[config.mk]
export PLATFORM = sky130hd
export DESIGN_NAME = tuner_ctl_i2c
export DESIGN_NICKNAME = d
export VERILOG_FILES = /design/src/rtl/tci_pkg.sv /design/src/rtl/tci_line_filter.sv /design/src/rtl/tci_bus_fsm.sv /design/src/rtl/tci_pair_regs.sv /design/src/rtl/tuner_ctl_i2c.sv
export SDC_FILE = /design/constraint.sdc
export NUM_CORES = 1
export LEC_CHECK = 0
export ABC_AREA = 1
export BUFFER_PORTS_ARGS = -buffer_cell sky130_fd_sc_hd__clkbuf_2
export CORE_MARGIN = 2
export CORE_UTILIZATION = 40
export CTS_CLUSTER_DIAMETER = 40
export DETAILED_ROUTE_END_ITERATION = 6
export GPL_TIMING_DRIVEN = 0
export PLACE_DENSITY = 0.57
export REMOVE_ABC_BUFFERS = 1
export SLEW_MARGIN = 25
export SYNTH_ARGS = -nofsm -noshare
export SYNTH_HDL_FRONTEND = slang
export SYNTH_HIERARCHICAL = 1
export SYNTH_SLANG_ARGS = --single-unit
[constraint.sdc]
create_clock -name clk -period 1.5 [get_ports clk]
set_clock_uncertainty 0.15 [all_clocks]
set_input_delay 0.3 -clock clk [delete_from_list [all_inputs] [get_ports clk]]
set_output_delay 0.3 -clock clk [all_outputs]
set_load 0.05 [all_outputs]
[src/rtl/tci_pkg.sv]
package tci_pkg;
   localparam logic [4:0] DEV_ID  = 5'b11000;
   localparam int         MAIN_W  = 10;
   localparam int         SWAL_W  = 5;
   localparam int         BAND_W  = 4;
   localparam int         REF_W   = 2;

   typedef enum logic [2:0] {
      BUS_IDLE, BUS_ADDR, BUS_DATA, BUS_ACK, BUS_IGNORE
   } bus_st_t;

   typedef enum logic [1:0] {
      PH_FIRST, PH_FREQ, PH_BAND
   } pair_ph_t;
endpackage

[src/rtl/tci_line_filter.sv]
module tci_line_filter #(
   parameter int SYNC_STAGES = 2,
   parameter int FILT_LEN    = 4,
   parameter int LAG         = 0
) (
   input  logic clk,
   input  logic rst_n,
   input  logic line_i,
   output logic line_o
);
   localparam int CW = (FILT_LEN > 2) ? $clog2(FILT_LEN) : 1;
   localparam logic [CW-1:0] CNT_MAX = CW'(FILT_LEN - 1);

   logic [SYNC_STAGES-1:0] sync_q;
   logic [CW-1:0]          cnt_q;
   logic                   filt_q;

   always_ff @(posedge clk or negedge rst_n) begin
      if (!rst_n) begin
         sync_q <= '1;
         cnt_q  <= '0;
         filt_q <= 1'b1;
      end else begin
         sync_q <= {sync_q[SYNC_STAGES-2:0], line_i};
         if (sync_q[SYNC_STAGES-1] != filt_q) begin
            if (cnt_q == CNT_MAX) begin
               filt_q <= sync_q[SYNC_STAGES-1];
               cnt_q  <= '0;
            end else begin
               cnt_q <= cnt_q + 1'b1;
            end
         end else begin
            cnt_q <= '0;
         end
      end
   end

   generate
      if (LAG == 0) begin : g_nolag
         assign line_o = filt_q;
      end else begin : g_lag
         logic [LAG-1:0] lag_q;
         if (LAG == 1) begin : g_one
            always_ff @(posedge clk or negedge rst_n) begin
               if (!rst_n) lag_q <= '1;
               else        lag_q <= filt_q;
            end
         end else begin : g_many
            always_ff @(posedge clk or negedge rst_n) begin
               if (!rst_n) lag_q <= '1;
               else        lag_q <= {lag_q[LAG-2:0], filt_q};
            end
         end
         assign line_o = lag_q[LAG-1];
      end
   endgenerate
endmodule

[src/rtl/tci_bus_fsm.sv]
module tci_bus_fsm
   import tci_pkg::*;
(
   input  logic       clk,
   input  logic       rst_n,
   input  logic       scl_f,
   input  logic       sda_f,
   input  logic [1:0] dev_sel,
   output logic       sda_oe,
   output logic       xfer_go,
   output logic       byte_vld,
   output logic [7:0] byte_q,
   output bus_st_t    st_o
);
   bus_st_t    st_q;
   logic [3:0] cnt_q;
   logic [7:0] shreg_q;
   logic       scl_d, sda_d;
   logic       scl_rise, scl_fall, start_c, stop_c;

   assign scl_rise = scl_f & ~scl_d;
   assign scl_fall = ~scl_f & scl_d;
   assign start_c  = scl_f & scl_d & sda_d & ~sda_f;
   assign stop_c   = scl_f & scl_d & ~sda_d & sda_f;
   assign byte_q   = shreg_q;
   assign st_o     = st_q;

   always_ff @(posedge clk or negedge rst_n) begin
      if (!rst_n) begin
         st_q     <= BUS_IDLE;
         cnt_q    <= '0;
         shreg_q  <= '0;
         scl_d    <= 1'b1;
         sda_d    <= 1'b1;
         sda_oe   <= 1'b0;
         xfer_go  <= 1'b0;
         byte_vld <= 1'b0;
      end else begin
         scl_d    <= scl_f;
         sda_d    <= sda_f;
         xfer_go  <= 1'b0;
         byte_vld <= 1'b0;
         if (start_c) begin
            st_q   <= BUS_ADDR;
            cnt_q  <= '0;
            sda_oe <= 1'b0;
         end else if (stop_c) begin
            st_q   <= BUS_IDLE;
            sda_oe <= 1'b0;
         end else begin
            case (st_q)
               BUS_ADDR, BUS_DATA: begin
                  if (scl_rise && cnt_q < 4'd8) begin
                     shreg_q <= {shreg_q[6:0], sda_f};
                     cnt_q   <= cnt_q + 4'd1;
                  end else if (scl_fall && cnt_q == 4'd8) begin
                     cnt_q <= '0;
                     if (st_q == BUS_DATA) begin
                        sda_oe   <= 1'b1;
                        byte_vld <= 1'b1;
                        st_q     <= BUS_ACK;
                     end else if (shreg_q == {DEV_ID, dev_sel, 1'b0}) begin
                        sda_oe  <= 1'b1;
                        xfer_go <= 1'b1;
                        st_q    <= BUS_ACK;
                     end else begin
                        st_q <= BUS_IGNORE;
                     end
                  end
               end
               BUS_ACK: begin
                  if (scl_fall) begin
                     sda_oe <= 1'b0;
                     st_q   <= BUS_DATA;
                  end
               end
               default: ;
            endcase
         end
      end
   end
endmodule

[src/rtl/tci_pair_regs.sv]
module tci_pair_regs
   import tci_pkg::*;
(
   input  logic              clk,
   input  logic              rst_n,
   input  logic              xfer_go,
   input  logic              byte_vld,
   input  logic [7:0]        byte_i,
   output logic [MAIN_W-1:0] main_div,
   output logic [SWAL_W-1:0] swallow,
   output logic              pump_hi,
   output logic              gain_lo,
   output logic              pump_off,
   output logic [REF_W-1:0]  ref_sel,
   output logic              vt_off,
   output logic [BAND_W-1:0] band
);
   pair_ph_t   ph_q;
   logic [6:0] hold_q;

   always_ff @(posedge clk or negedge rst_n) begin
      if (!rst_n) begin
         ph_q     <= PH_FIRST;
         hold_q   <= '0;
         main_div <= '0;
         swallow  <= '0;
         pump_hi  <= 1'b0;
         gain_lo  <= 1'b0;
         pump_off <= 1'b0;
         ref_sel  <= '0;
         vt_off   <= 1'b0;
         band     <= '0;
      end else if (xfer_go) begin
         ph_q <= PH_FIRST;
      end else if (byte_vld) begin
         case (ph_q)
            PH_FIRST: begin
               hold_q <= byte_i[6:0];
               ph_q   <= byte_i[7] ? PH_BAND : PH_FREQ;
            end
            PH_FREQ: begin
               main_div <= {hold_q, byte_i[7:5]};
               swallow  <= byte_i[4:0];
               ph_q     <= PH_FIRST;
            end
            default: begin
               pump_hi  <= hold_q[6];
               gain_lo  <= hold_q[5];
               pump_off <= hold_q[4];
               ref_sel  <= hold_q[2:1];
               vt_off   <= hold_q[0];
               band     <= byte_i[BAND_W-1:0];
               ph_q     <= PH_FIRST;
            end
         endcase
      end
   end
endmodule

[src/rtl/tuner_ctl_i2c.sv]
module tuner_ctl_i2c
   import tci_pkg::*;
#(
   parameter int SYNC_STAGES = 2,
   parameter int FILT_LEN    = 4,
   parameter int SDA_LAG     = 2
) (
   input  logic              clk,
   input  logic              rst_n,
   input  logic              scl_i,
   input  logic              sda_i,
   output logic              sda_oe,
   input  logic [1:0]        dev_sel,
   output logic [MAIN_W-1:0] main_div,
   output logic [SWAL_W-1:0] swallow,
   output logic              pump_hi,
   output logic              gain_lo,
   output logic              pump_off,
   output logic [REF_W-1:0]  ref_sel,
   output logic              vt_off,
   output logic [BAND_W-1:0] band
);
   generate
      if (SYNC_STAGES < 2) begin : g_bad_sync
         $error("SYNC_STAGES must be at least 2");
      end
      if (FILT_LEN < 2) begin : g_bad_filt
         $error("FILT_LEN must be at least 2");
      end
      if (SDA_LAG < 1) begin : g_bad_lag
         $error("SDA_LAG must be at least 1 so SDA trails SCL");
      end
   endgenerate

   logic [1:0] line_raw, line_flt;
   logic       scl_f, sda_f;
   logic       xfer_go, byte_vld;
   logic [7:0] byte_q;
   bus_st_t    bus_st;

   assign line_raw = {sda_i, scl_i};
   assign scl_f    = line_flt[0];
   assign sda_f    = line_flt[1];

   generate
      for (genvar g = 0; g < 2; g++) begin : g_line
         tci_line_filter #(
            .SYNC_STAGES (SYNC_STAGES),
            .FILT_LEN    (FILT_LEN),
            .LAG         ((g == 1) ? SDA_LAG : 0)
         ) u_filt (
            .clk    (clk),
            .rst_n  (rst_n),
            .line_i (line_raw[g]),
            .line_o (line_flt[g])
         );
      end
   endgenerate

   tci_bus_fsm u_bus (
      .clk      (clk),
      .rst_n    (rst_n),
      .scl_f    (scl_f),
      .sda_f    (sda_f),
      .dev_sel  (dev_sel),
      .sda_oe   (sda_oe),
      .xfer_go  (xfer_go),
      .byte_vld (byte_vld),
      .byte_q   (byte_q),
      .st_o     (bus_st)
   );

   tci_pair_regs u_regs (
      .clk      (clk),
      .rst_n    (rst_n),
      .xfer_go  (xfer_go),
      .byte_vld (byte_vld),
      .byte_i   (byte_q),
      .main_div (main_div),
      .swallow  (swallow),
      .pump_hi  (pump_hi),
      .gain_lo  (gain_lo),
      .pump_off (pump_off),
      .ref_sel  (ref_sel),
      .vt_off   (vt_off),
      .band     (band)
   );
endmodule

## Word level (Yosys, flattened, before mapping)

Index checks and enable logic that the tools add are counted.
Widths: inputs -> output; s select.

- Flip-flop bits (word level): 66
- Input bits: 6

- $add $sub $neg: 3
- Magnitude comparators: 1
- Equality and inequality tests: 15
- Mux-type cells: 42
- Bitwise gates (word level): 15
- Reduce and logical (&&, ||, !) cells: 18

Operators by type and width:

| kind | number |
|---|---|
| $mux 3 | 7 |
| $mux 1 | 20 |
| $mux 4 | 5 |
| $mux 2 | 8 |
| $reduce_and 3->1 | 4 |
| $eq 8x8->1 | 1 |
| $ne 4x1->1 const B | 2 |
| $not 1->1 | 8 |
| $reduce_and 4->1 | 2 |
| $and 1x1->1 | 7 |
| $eq 3x2->1 const B | 2 |
| $pmux 3 s2 | 1 |
| $ne 5x1->1 const B | 1 |
| $reduce_and 5->1 | 1 |
| $add 2x1->2 const B | 2 |
| $add 4x1->4 const B | 1 |
| $eq 2x2->1 const B | 2 |
| $eq 4x4->1 const B | 1 |
| $lt 4x4->1 const B | 1 |
| $ne 4x2->1 const B | 1 |
| $reduce_and 2->1 | 2 |
| $reduce_bool 2->1 | 2 |
| $reduce_bool 4->1 | 1 |
| $reduce_or 2->1 | 2 |
| other kinds (8) | 10 |

## Logic depth before layout (Yosys ltp)

Gate-level depths: netlist of run 1.

- Depth after elaboration: 8
- Mapped depth: 10
- Depth with buffers taken out: 10

## Hierarchy

The synthesis of run 1 kept the hierarchy.

Modules (own cells, without submodules):

| module | instances | cells an instance | area an instance (sq um) | seq. area each (sq um) |
|---|---|---|---|---|
| tci_pair_regs | 1 | 152 | 1,400.1 | 850.8 |
| tci_bus_fsm | 1 | 147 | 1,097.3 | 503.0 |
| tci_line_filter (g_line[1].u_filt) | 1 | 19 | 239.0 | 181.4 |
| tci_line_filter (g_line[0].u_filt) | 1 | 17 | 186.4 | 128.9 |

## Worst setup path before layout of run 1

No wires, ideal clock.

- Kind: register -> register
- Start: reg u_bus.cnt_q[0]
- End: reg u_bus.cnt_q[3]
- Arrival time: 1.137 ns
- Data required time: 1.227 ns
- Path slack: 0.089 ns
- Cell stages (with the launch flop): 10
- Buffers on the path: 0
- Cells stage by stage: dfrtp_1 -> inv_1 -> ha_1 -> nand2_1 -> nor2_1 -> nand2_1 -> nand3_1 -> nand2_2 -> nor2_1 -> a21oi_1

- Word-level cells in the longest chain between the ends: 6

RTL lines:

| item | line | text |
|---|---|---|
| start, declared | tci_bus_fsm.sv:16 | `logic [3:0] cnt_q;` |
| start signal, assigned | tci_bus_fsm.sv:55 | `cnt_q <= cnt_q + 4'd1;` |
| $lt 4x4->1 | tci_bus_fsm.sv:53 | `if (scl_rise && cnt_q < 4'd8) begin` |
| $logic_and 1x1->1 | tci_bus_fsm.sv:53 |  |
| $mux 4 | tci_bus_fsm.sv:53 |  |
| $mux 4 | tci_bus_fsm.sv:51 | `case (st_q)` |
| $mux 4 | tci_bus_fsm.sv:47 | `end else if (stop_c) begin` |
| $mux 4 | tci_bus_fsm.sv:43 | `if (start_c) begin` |

Several ways; a longest one is shown, not always the timed one. The select of a mux whose other input is x is not followed.
A chain may end at the register's enable or synchronous reset.

## Worst setup path after layout of run 1

- Start: reg g_line[0].u_filt.filt_q
- End: reg u_bus.cnt_q[3]

- Word-level cells in the longest chain between the ends: 6

RTL lines:

| item | line | text |
|---|---|---|
| start, declared | tci_line_filter.sv:16 | `logic filt_q;` |
| start signal, assigned | tci_line_filter.sv:27 | `filt_q <= sync_q[SYNC_STAGES-1];` |
| $and 1x1->1 | tci_bus_fsm.sv:21 | `assign scl_rise = scl_f & ~scl_d;` |
| $logic_and 1x1->1 | tci_bus_fsm.sv:53 |  |
| $mux 4 | tci_bus_fsm.sv:53 |  |
| $mux 4 | tci_bus_fsm.sv:51 |  |
| $mux 4 | tci_bus_fsm.sv:47 |  |
| $mux 4 | tci_bus_fsm.sv:43 |  |

Several ways; a longest one is shown, not always the timed one. The select of a mux whose other input is x is not followed.

==> key figures, run 1 <==
STA
  • FMAX: 663 MHz
  • RSZ-0062 raised after global routing: yes
  • Final Hold Fails: 0
  • Worst Tran Pin Value: 488 ps
  • Final period util: 1.01
  • Final Critical Period: 1510 ps
  • Final hold slack: 206 ps
  • Setup violators final: 2
  • Worst Slack Setup Final: -8.07 ps
  • Final Max Slew Viols: 0
  • Slew margin rel.: 0.674

Synthesis
  • Synth top area share: 0.479
  • Post-synthesis adder-cell area fraction: 0.0171
  • Mapped Cells: 335
  • Post-synthesis register bit count: 66
  • Largest family of logic cells by synthesized area: simple AND/OR/NAND/NOR gates
  • Synth top cells by count: nand2_1 (137), dfrtp_1 (56), nand3_1 (38)
  • Mux cell area share after synthesis: 0
  • Post-synthesis xor/xnor area fraction: 0.00300
  • Cell with the most instances after synthesis: nand2_1
  • Top_reg_cell synth: dfrtp_1
  • Post-synth ARST share: 1.00
  • Synthesis Warnings: 6
  • Synth area leader: dfrtp_1
  • Area contributors post-synth: dfrtp_1 (48%), nand2_1 (18%), dfstp_2 (9.0%)
  • Number of flops mapped to enable cells by yosys: 0
  • Simple logic cell fraction of the synthesized area: 0.332
  • Post-Syn Area: 2920 sq um
  • Netlist cell types: 25
  • Compound-cell area share of the yosys netlist: 0.0283
  • Sequential share of the synthesized area: 0.569
  • Avg Inst Size Synth: 8.72 sq um

Pwr
  • Flop pwr share: 0.466
  • Pint: 3.33 mW
  • Comb pwr share: 0.222
  • Leak pwr: 1.93 nW
  • Power per cell area: 1370 nW/um^2
  • NetSw: 1.56 mW
  • Peak VDD IR: 0.866 mV
  • Switching Fraction: 0.318
  • Clock power share: 0.312

Routing
  • Final wirelength: 5720 um
  • First drt pass iteration count: 4
  • Antenna viol nets, final: 0
  • 1st-iter DRT viols: 76
  • Detailed-route via count: 2,276
  • Routed wire per std cell: 11.6 um
  • Vias per cell: 4.63
  • Remaining DRCs: 0

Cells and area
  • Filler Cells Inserted: 698
  • Area growth, synth to finish: 22.2%
  • Non-filler cells in the finished layout: 492
  • # diodes: 0
  • Net count, final: 398
  • Layout cells sized above 1: 0.282

Critical path
  • Data arrival time of the worst path: 1620 ps
  • Worst r2r src: g_line[0].u_filt/line_o
  • CP peak stage delay: 600 ps
  • Slowest-stage cell, CP: dfstp_2
  • Critical setup path kind: reg2reg
  • Worst-path cell chain: buf_4, nor2_4, nand2_2, nand3_1, nand2_2, nor2_1, a21oi_1
  • Worst-path fanout max: 8
  • CP endpoint kind: flop
  • Crit path max-delay family: flip-flops
  • Crit. Startpoint: g_line[0].u_filt/line_o
  • Most frequent CP cell: nand2_2
  • Worst Setup Start Kind: flop
  • CP required: 1610 ps
  • Bufs and invs on worst path: 1

Floorplanning
  • Core ar.: 7180 sq um
  • Die Area: 8010 sq um
  • Core Rows: 31
  • Die Span Y: 89.5 um
  • Initial core utilization: 0.407
  • IO Pins: 32
  • Die W: 89.5 um

Clocking
  • H-tree depth: 3
  • CTS buffer count: 9
  • Clock Latency Late Sink: 340 ps
  • Clk sinks: 66
  • Clk root buf: clkbuf_8
  • Clock Path Buffers: 2
  • CTS tree: yes
  • Clock transition at the registers of the reported paths: 70 ps

Placed design
  • Final GP Congestion: 0.757
  • Port Buffers: 31
  • DP Cell Count: 461
  • DPL Wire Length: 3690 um

Worst hold path
  • Hold/Removal Path Class: reg2reg
  • HP Start: g_line[0].u_filt/sync_q[0]

Outcome
  • Failing checks: setup timing
  • Status: complete, but fails checks

Global routing
  • Grt total ovfl: 0
  • Vias in the first global route: 2,158
  • GR Util All Layers: 0.158
  • Initial antenna violation count: 0
  • First-pass GRT wire length: 9550 um
  • Largest net degree at the start of global routing: 47

Run
  • Max Cap Viol: 0
## path summary, 6_finish.rpt
path                            depth (start not counted)  slack, ps                         end
worst min-delay path                                    0        210  g_line[0].u_filt/sync_q[1]
worst min register to register                          0        210  g_line[0].u_filt/sync_q[1]
worst max register to register                          7         -8              u_bus/cnt_q[3]
max in group asynchronous                               3        340  g_line[0].u_filt/sync_q[0]
min in group asynchronous                               2        280          u_regs/main_div[5]
worst max-delay path                                    7         -8              u_bus/cnt_q[3]
## metal layers
| metal | vias up | GRT usage | part of all wire |
|---|---|---|---|
| met5 | - | 0 | 0 |
| met4 | 0 | 0.0583 | 0.013 |
| met3 | 7 | 0.0545 | 0.036 |
| met2 | 38 | 0.261 | 0.48 |
| met1 | 1067 | 0.193 | 0.47 |
| li1 | 1164 | - | - |
## registers in the layout, indices dropped and copies added, names as in the netlist
| register | cells |
|---|---|
| u_regs/swallow | 5 |
| u_bus/scl_d | 1 |
| u_bus/xfer_go | 1 |
| g_line.u_filt/cnt_q | 4 |
| g_line.u_filt/filt_q | 1 |
| u_regs/main_div | 10 |
| u_regs/ph_q | 2 |
| u_regs/vt_off | 1 |
| u_bus/st_o | 3 |
| u_regs/band | 4 |
| u_bus/sda_oe | 1 |
| u_bus/sda_d | 1 |
| u_regs/hold_q | 7 |
| g_line.u_filt/g_lag.lag_q | 2 |
| u_regs/ref_sel | 2 |
| g_line.u_filt/sync_q | 4 |
| u_bus/byte_vld | 1 |
| u_regs/pump_off | 1 |
| u_bus/byte_q | 8 |
| u_regs/gain_lo | 1 |
| g_line.u_filt/line_o | 1 |
| u_regs/pump_hi | 1 |
| u_bus/cnt_q | 4 |
## metrics by stage
| step | cell area [sq um] | util | total power, mW | worst slack, ps | setup TNS (ps) |
|---|---|---|---|---|---|
| after floorplan | 2870 | - | 2.92 | 89.4 | 0 |
| after global placement | 3150 | 0.439 | 3.15 | -481 | -28320 |
| after detailed placement | 3180 | 0.444 | 3.19 | -82.5 | -579 |
| after CTS | 3450 | 0.480 | 4.83 | -5.46 | -5.46 |
| after global routing | 3570 | 0.498 | 5.21 | -100 | -969 |
| final | 3570 | 0.498 | 4.89 | -8.07 | -8.50 |
## kinds of logic (layout without fill, tap and decap cells)
group                    count (synthesis)  after routing
AO/OA/AOI/OAI                           15             15
adder cells (fa/ha/maj)                  4              4
XOR/XNOR                                 1              1
flip-flops                              66             66
AND/OR/NAND/NOR                        218            219
buffers and inverters                   31             88
## power groups by stage
stage	Sequential [mW]	Combinational [mW]	Clock, mW
after floorplan	2.29	0.637	0
after global placement	2.32	0.829	0
after detailed placement	2.33	0.869	0
after CTS	2.28	0.961	1.59
after global routing	2.31	1.22	1.68
final	2.28	1.09	1.52
## area by class of cell
cell class | instances | area, sq um | area share
Timing Repair Buffer | 46 | 310 | 0.0869
Clock inverter | 4 | 48.8 | 0.0137
Sequential cell | 66 | 1670 | 0.466
Multi-Input combinational cell | 239 | 1170 | 0.328
Tap cell | 99 | 124 | 0.0347
Inverter | 26 | 97.6 | 0.0273
Clock buffer | 12 | 155 | 0.0434
## layout by cell type (no fill, tap or decap), drive strengths merged, types with 2 or more instances in the layout
master,n
a21oi,4
buf,12
clkbuf,43
clkinv,2
dfrtp,56
dfstp,10
dlygate4sd3,3
ha,4
inv,27
nand2,145
nand3,41
nor2,29
o21ai,11
or2,2
## repair_timing
item | in CTS | in global routing
hold buffers | 3 | 0
pin swaps | 1 | 6
resized for setup | 4 | 14
cloned | 0 | 1
hold endpoints to repair | 22 | 0
setup endpoints to repair | 16 | 42
buffers inserted | 3 | 8
No activity file was read; power rests on OpenSTA's default activity.
==> run 2: changes to the inputs <==
- CELL_PAD_IN_SITES_DETAIL_PLACEMENT: not set -> 1
- CELL_PAD_IN_SITES_GLOBAL_PLACEMENT: not set -> 1
- CORE_UTILIZATION: 40 -> 39
- PLACE_DENSITY: 0.57 -> 0.71
- RECOVER_POWER: not set -> 100
==> run 2 against run 1 <==
  * The flow still finishes with violations (setup timing)
  * Register-to-register slack hardly changed
  * Combinational power is 14% higher
  * Clock-buffer cell count unchanged
  * Die area increased by 2.5%
  * Setup slack worse by 6.0 ps
  * Critical path type unchanged
  * Critical endpoint unchanged
  * Largest cell class unchanged
  * Largest power group unchanged
==> key figures, run 2 (synthesis results as in run 1) <==
Cells and area
  • Most flop-heavy register: u_regs/main_div
  • Commonest non-fill, non-tap cell in the layout: nand2_1
  • Most frequent cells in the layout: nand2_1 (130), dfrtp_1 (53), nand3_1 (36), clkbuf_2 (30), nor2_1 (17)
  • Layout cells sized above 1: 0.307 (+0.0241)
  • Post-layout util: 0.504 (+0.00606)
  • Max reg flops: 10 (unchanged)
  • Area growth, synth to finish: 25.0%
  • # diodes: 0 (unchanged)
  • Fin area: 3650 sq um (+2.3%)
  • Net count, final: 403 (+1.3%)

STA
  • Setup violators final: 2 (unchanged)
  • Worst Tran Pin Value: 326 ps (-162 ps)
  • Final Max Slew Viols: 0 (unchanged)
  • Final Critical Period: 1510 ps (+6.05 ps)
  • Worst Slack Setup Final: -14.1 ps (-6.05 ps)
  • Final period util: 1.01 (+0.00403)
  • FMAX: 660 MHz (-0.40%)
  • RSZ-0062 raised after global routing: yes
  • Final Hold Fails: 0 (unchanged)
  • Slew margin rel.: 0.782 (+0.108)

Clocking
  • CTS tree: yes
  • CTS buffer count: 9 (unchanged)
  • Clock Path Buffers: 2 (unchanged)
  • Clock transition at the registers of the reported paths: 80 ps (about the same)
  • H-tree depth: 3 (unchanged)
  • Clk root buf: clkbuf_8
  • Clock Latency Late Sink: 340 ps (about the same)
  • Clk sinks: 66 (unchanged)

Outcome
  • Failing checks: setup timing
  • Status: complete, but fails checks

Placed design
  • Placed cell area: 3180 sq um (unchanged)
  • Final GP Congestion: 0.796 (+5.1%)
  • Port Buffers: 31 (unchanged)
  • DPL Wire Length: 4400 um (+19%)

Routing
  • Routed wire per std cell: 13.6 um (+17%)
  • First drt pass iteration count: 4 (unchanged)
  • Antenna viol nets, final: 0 (unchanged)
  • Detailed-route via count: 2,362 (+3.8%)
  • 1st-iter DRT viols: 74 (-2.6%)
  • Final wirelength: 6770 um (+18%)
  • Vias per cell: 4.75 (+2.7%)
  • Remaining DRCs: 0 (unchanged)

Critical path
  • Worst-path fanout max: 8 (unchanged)
  • Critical setup path kind: reg2reg
  • CP endpoint kind: flop
  • CP required: 1610 ps (about the same)
  • Data arrival time of the worst path: 1630 ps (about the same)
  • Worst Setup Start Kind: flop

Global routing
  • Largest net degree at the start of global routing: 48 (+2.1%)
  • Vias in the first global route: 2,445 (+13%)
  • Grt total ovfl: 0 (unchanged)
  • Initial antenna violation count: 0 (unchanged)
  • First-pass GRT wire length: 11,700 um (+22%)
  • GR Util All Layers: 0.177 (+0.0181)

Floorplanning
  • Die W: 90.6 um (+1.2%)
  • IO Pins: 32 (unchanged)
  • Core Rows: 31 (unchanged)
  • Initial core utilization: 0.403 (-0.00436)
  • Die Area: 8200 sq um (+2.5%)
  • Core ar.: 7250 sq um (+1.1%)
  • Die Span Y: 90.6 um (+1.2%)

Pwr
  • Power per cell area: 1440 nW/um^2 (+5.6%)
  • NetSw: 1.70 mW (+8.9%)
  • Switching Fraction: 0.321 (+0.00268)
  • Leak pwr: 1.98 nW (+2.5%)
  • Pint: 3.59 mW (+7.6%)
  • Clock power share: 0.329 (+0.017)
  • Flop pwr share: 0.437 (-0.029)
  • Comb pwr share: 0.234 (+0.012)
  • Peak VDD IR: 0.840 mV (-3.1%)

Run
  • Max Cap Viol: 0 (unchanged)

Worst hold path
  • Hold/Removal Path Class: reg2reg
[run 2: critical path, stage by stage, from the launching register on]
cell	delay (ps)
dfstp_2	600
buf_4	140
nor2_4	40
nand2_2	100
nand3_2	100
nand2_4	120
nor2_1	60
a21oi_1	130
[run 2: what timing repair did]
action,4_1_cts,5_1_grt
pin swaps,7,9
hold endpoints to repair,21,0
resized for setup,6,22
buffers inserted,7,9
endpoints found under the setup margin,27,43
cloned,1,0
hold buffers,3,0
[run 2: layout make-up]
cell class / count / area (sq um)
flip-flops and latches: 66 / 1670
repair buffers: 51 / 335
fillers: 870 / 3600
multi-input cells: 239 / 1200
clock buffers: 12 / 155
well taps: 99 / 124
inverters: 26 / 97.6
clock inverters: 4 / 73.8
[run 2: power by group through the flow]
stage	clock network (mW)	registers, mW	logic [mW]
6_report	1.74	2.31	1.24
5_1_grt	1.85	2.35	1.40
4_1_cts	1.77	2.29	1.04
3_5_place_dp	0	2.33	0.884
3_3_place_gp	0	2.32	0.833
2_1_floorplan	0	2.29	0.637
[run 2: path summary, 6_finish.rpt]
path / startpoint / end / slack (ps) / depth (start not counted)
worst max-delay path: g_line[0].u_filt/line_o / u_bus/cnt_q[3] / -10 / 7
worst min-delay path: g_line[1].u_filt/g_lag.lag_q[0] / g_line[1].u_filt/g_lag.lag_q[1] / 210 / 0
worst max register to register: g_line[0].u_filt/line_o / u_bus/cnt_q[3] / -10 / 7
worst min register to register: g_line[1].u_filt/g_lag.lag_q[0] / g_line[1].u_filt/g_lag.lag_q[1] / 210 / 0
max in group asynchronous: rst_n / g_line[0].u_filt/sync_q[0] / 350 / 3
min in group asynchronous: rst_n / u_regs/pump_off / 260 / 2
[run 2: metal layers]
layer / part of all wire / vias up / global-route usage
met2: 0.51 / 27 / 0.300
met5: 0 / - / 0
met4: 0.0093 / 0 / 0.0500
li1: - / 1161 / -
met1: 0.46 / 1167 / 0.221
met3: 0.026 / 7 / 0.0476
[run 2: through the flow]
step                std cells  power, mW  hold WS (ps)  setup WS (ps)  setup TNS [ps]
floorplan                 330       2.92          -146           89.4               0
global placement          460       3.15           196           -470          -27780
detailed placement        461       3.22          86.0           -104           -1160
CTS                       488       5.10           209          0.884               0
global route              497       5.61           212           -105            -877
finish                    497       5.28           208          -14.1           -19.3
==> run 3: changes to the inputs <==
- PLACE_DENSITY: 0.71 -> 0.78
==> run 3 against run 2 <==
  * The run still ends with setup timing left
  * Critical path depth stayed put
  * Final cell count is 1.2% higher
  * Clock-buffer cell count is 2 higher
  * Sequential power hardly changed
  * Wire length is 16% higher
  * Register-to-register slack worse by 50 ps
  * Setup slack worse by 55 ps
  * Sequential share of layout area is 2.1 points lower
  * Fmax is 3.5% lower
  * Non-clock buffer count is 6 higher
  * Core utilization is 2.3 points higher
  * First-iteration DRC count is 5.4% lower
  * Largest power group unchanged
  * Highest routed layer unchanged
==> key figures, run 3 (synthesis results as in run 1) <==
Cells and area
  • Net count, final: 409 (+1.5%)
  • Max reg flops: 10 (unchanged)
  • Commonest non-fill, non-tap cell in the layout: nand2_1
  • Most frequent cells in the layout: nand2_1 (125), dfrtp_1 (55), clkbuf_2 (30), nand3_1 (30), buf_4 (17)
  • Layout cells sized above 1: 0.354 (+0.0474)
  • Area growth, synth to finish: 30.8%
  • Most flop-heavy register: u_regs/main_div
  • # diodes: 0 (unchanged)
  • Non-filler cells in the finished layout: 503 (+1.2%)

Pwr
  • Leak pwr: 2.04 nW (+2.8%)
  • Flop pwr share: 0.435 (-0.002)
  • Peak VDD IR: 0.668 mV (-20%)
  • Switching Fraction: 0.353 (+0.0320)
  • Pint: 3.45 mW (-3.9%)
  • Clock power share: 0.264 (-0.065)
  • Total power: 5.33 mW (+0.88%)
  • Power per cell area: 1390 nW/um^2 (-3.5%)
  • Comb pwr share: 0.301 (+0.067)
  • NetSw: 1.88 mW (+11%)

STA
  • Worst Tran Pin Value: 444 ps (+117 ps)
  • Final Hold Fails: 0 (unchanged)
  • Final Max Slew Viols: 0 (unchanged)
  • FMAX: 637 MHz (-3.5%)
  • Slew margin rel.: 0.704 (-0.0777)
  • Final period util: 1.05 (+0.0364)
  • Setup TNS: -258 ps (-239 ps)
  • Final Critical Period: 1570 ps (+54.6 ps)
  • RSZ-0062 raised after global routing: yes
  • Final hold slack: 208 ps (+0.0370 ps)
  • Worst Slack Setup Final: -68.7 ps (-54.6 ps)
  • Setup violators final: 9 (+7)

Placed design
  • Post-place setup slack: -124 ps (-19.4 ps)
  • DP Cell Count: 461 (unchanged)
  • Port Buffers: 31 (unchanged)
  • DPL Wire Length: 4500 um (+2.3%)
  • Final GP Congestion: 0.789 (-0.88%)

Clocking
  • Clk sinks: 66 (unchanged)
  • CTS tree: yes
  • CTS buffer count: 9 (unchanged)
  • H-tree depth: 3 (unchanged)
  • Clock Path Buffers: 2 (unchanged)
  • Clock transition at the registers of the reported paths: 70 ps (about the same)
  • Clk root buf: clkbuf_8
  • Clock Latency Late Sink: 340 ps (about the same)

Routing
  • 1st-iter DRT viols: 70 (-5.4%)
  • Vias per cell: 4.91 (+3.3%)
  • Final wirelength: 7870 um (+16%)
  • Remaining DRCs: 0 (unchanged)
  • Antenna viol nets, final: 0 (unchanged)
  • First drt pass iteration count: 4 (unchanged)
  • Routed wire per std cell: 15.7 um (+15%)
  • Detailed-route via count: 2,469 (+4.5%)

Critical path
  • Worst r2r src: u_bus/scl_d
  • CP required: 1570 ps (-40 ps)
  • Data arrival time of the worst path: 1640 ps (about the same)
  • CP peak stage delay: 600 ps (about the same)
  • CP endpoint kind: flop
  • Worst-path cell chain: inv_4, nor2_4, nor2_2, o21ai_4, nand2_2, nand2_1, o21ai_1
  • Worst Setup Start Kind: flop
  • Worst r2r path cells: 7 (unchanged)
  • FF-to-FF End: u_bus/st_o[1]
  • Slowest-stage cell, CP: dfstp_2
  • Critical setup path kind: reg2reg
  • Worst-path fanout max: 5 (-3)
  • R2r setup slk: -70 ps (-50 ps)

Floorplanning
  • Die Span Y: 90.6 um (unchanged)
  • Die Area: 8200 sq um (unchanged)
  • IO Pins: 32 (unchanged)
  • Die W: 90.6 um (unchanged)
  • Initial core utilization: 0.403 (unchanged)
  • Core Rows: 31 (unchanged)
  • Core ar.: 7250 sq um (unchanged)

Outcome
  • Status: complete, but fails checks
  • Failing checks: setup timing

Run
  • Max Cap Viol: 0 (unchanged)

Worst hold path
  • Hold/Removal Path Class: reg2reg
  • Hold path depth: 0 (unchanged)
  • End of the worst hold path: g_line[1].u_filt/g_lag.lag_q[1]
  • HP Start: g_line[1].u_filt/g_lag.lag_q[0]

Global routing
  • Grt total ovfl: 0 (unchanged)
  • Vias in the first global route: 2,579 (+5.5%)
  • First-pass GRT wire length: 12,200 um (+4.6%)
  • Initial antenna violation count: 0 (unchanged)
  • Largest net degree at the start of global routing: 36 (-25%)
  • GR Util All Layers: 0.190 (+0.0134)
==> run 3: changes by cell type in the layout (fill, tap and decap cells not counted), sizes merged <==
cell	delta
buf	+6
bufinv	-2
clkbuf	+2
clkinv	-1
clkinvlp	+1
==> run 3: per-stage QoR <==
step / cell area [sq um] / utilization
finish: 3820 / 0.527
CTS: 3480 / 0.479
global placement: 3150 / 0.435
floorplan: 2870 / -
global route: 3820 / 0.527
detailed placement: 3180 / 0.438
==> run 3: worst max-delay path, delay by kind of cell (launching register included) <==
| kind | cells | cell delay, ps |
|---|---|---|
| buf+inv | 1 | 70 |
| flops | 1 | 600 |
| compound gates | 2 | 220 |
| simple gates | 4 | 420 |
==> run 3: cell type report <==
| cell class | count | area, sq um |
|---|---|---|
| fillers | 880 | 3430 |
| flip-flops and latches | 66 | 1670 |
| multi-input cells | 239 | 1340 |
| repair buffers | 57 | 404 |
| clock buffers | 14 | 173 |
| well taps | 99 | 124 |
| inverters | 26 | 103 |
| clock inverters | 2 | 12.5 |
==> run 3: repair_timing <==
action / CTS / global route
gates resized for setup: 8 / 55
gates cloned: 1 / 0
hold endpoints to repair: 33 / 0
hold buffers: 3 / 0
endpoints found under the setup margin: 28 / 49
pin swaps: 4 / 22
setup buffers: 7 / 15
==> run 3: layer usage <==
layer / wire length [um] / part of all wire / track usage / vias to the layer above
met1: 3150 / 0.40 / 0.223 / 1230
met5: 0 / 0 / 0 / -
li1: - / - / - / 1175
met2: 4300 / 0.55 / 0.335 / 47
met4: 200 / 0.025 / 0.100 / 0
met3: 220 / 0.028 / 0.0284 / 17
==> run 3: worst max path at each step <==
stage	slack, ps	cells after the start	startpoint	endpoint
4_1_cts	-40	9	g_line[0].u_filt/line_o	u_bus/sda_oe
2_1_floorplan	90	9	u_bus/cnt_q[0]	u_bus/cnt_q[3]
6_report	-70	7	u_bus/scl_d	u_bus/st_o[1]
5_1_grt	-160	8	u_bus/scl_d	u_bus/sda_oe
3_5_place_dp	-120	5	g_line[0].u_filt/line_o	u_bus/byte_q[2]
3_3_place_gp	-450	1	rst_n	u_bus/sda_oe
==> run 3: power groups by stage <==
stage	Sequential, mW	Clock, mW	Combinational, mW
floorplan	2.29	0	0.637
global placement	2.31	0	0.833
detailed placement	2.34	0	0.901
CTS	2.29	1.45	1.08
global route	2.36	1.54	1.77
finish	2.32	1.40	1.60
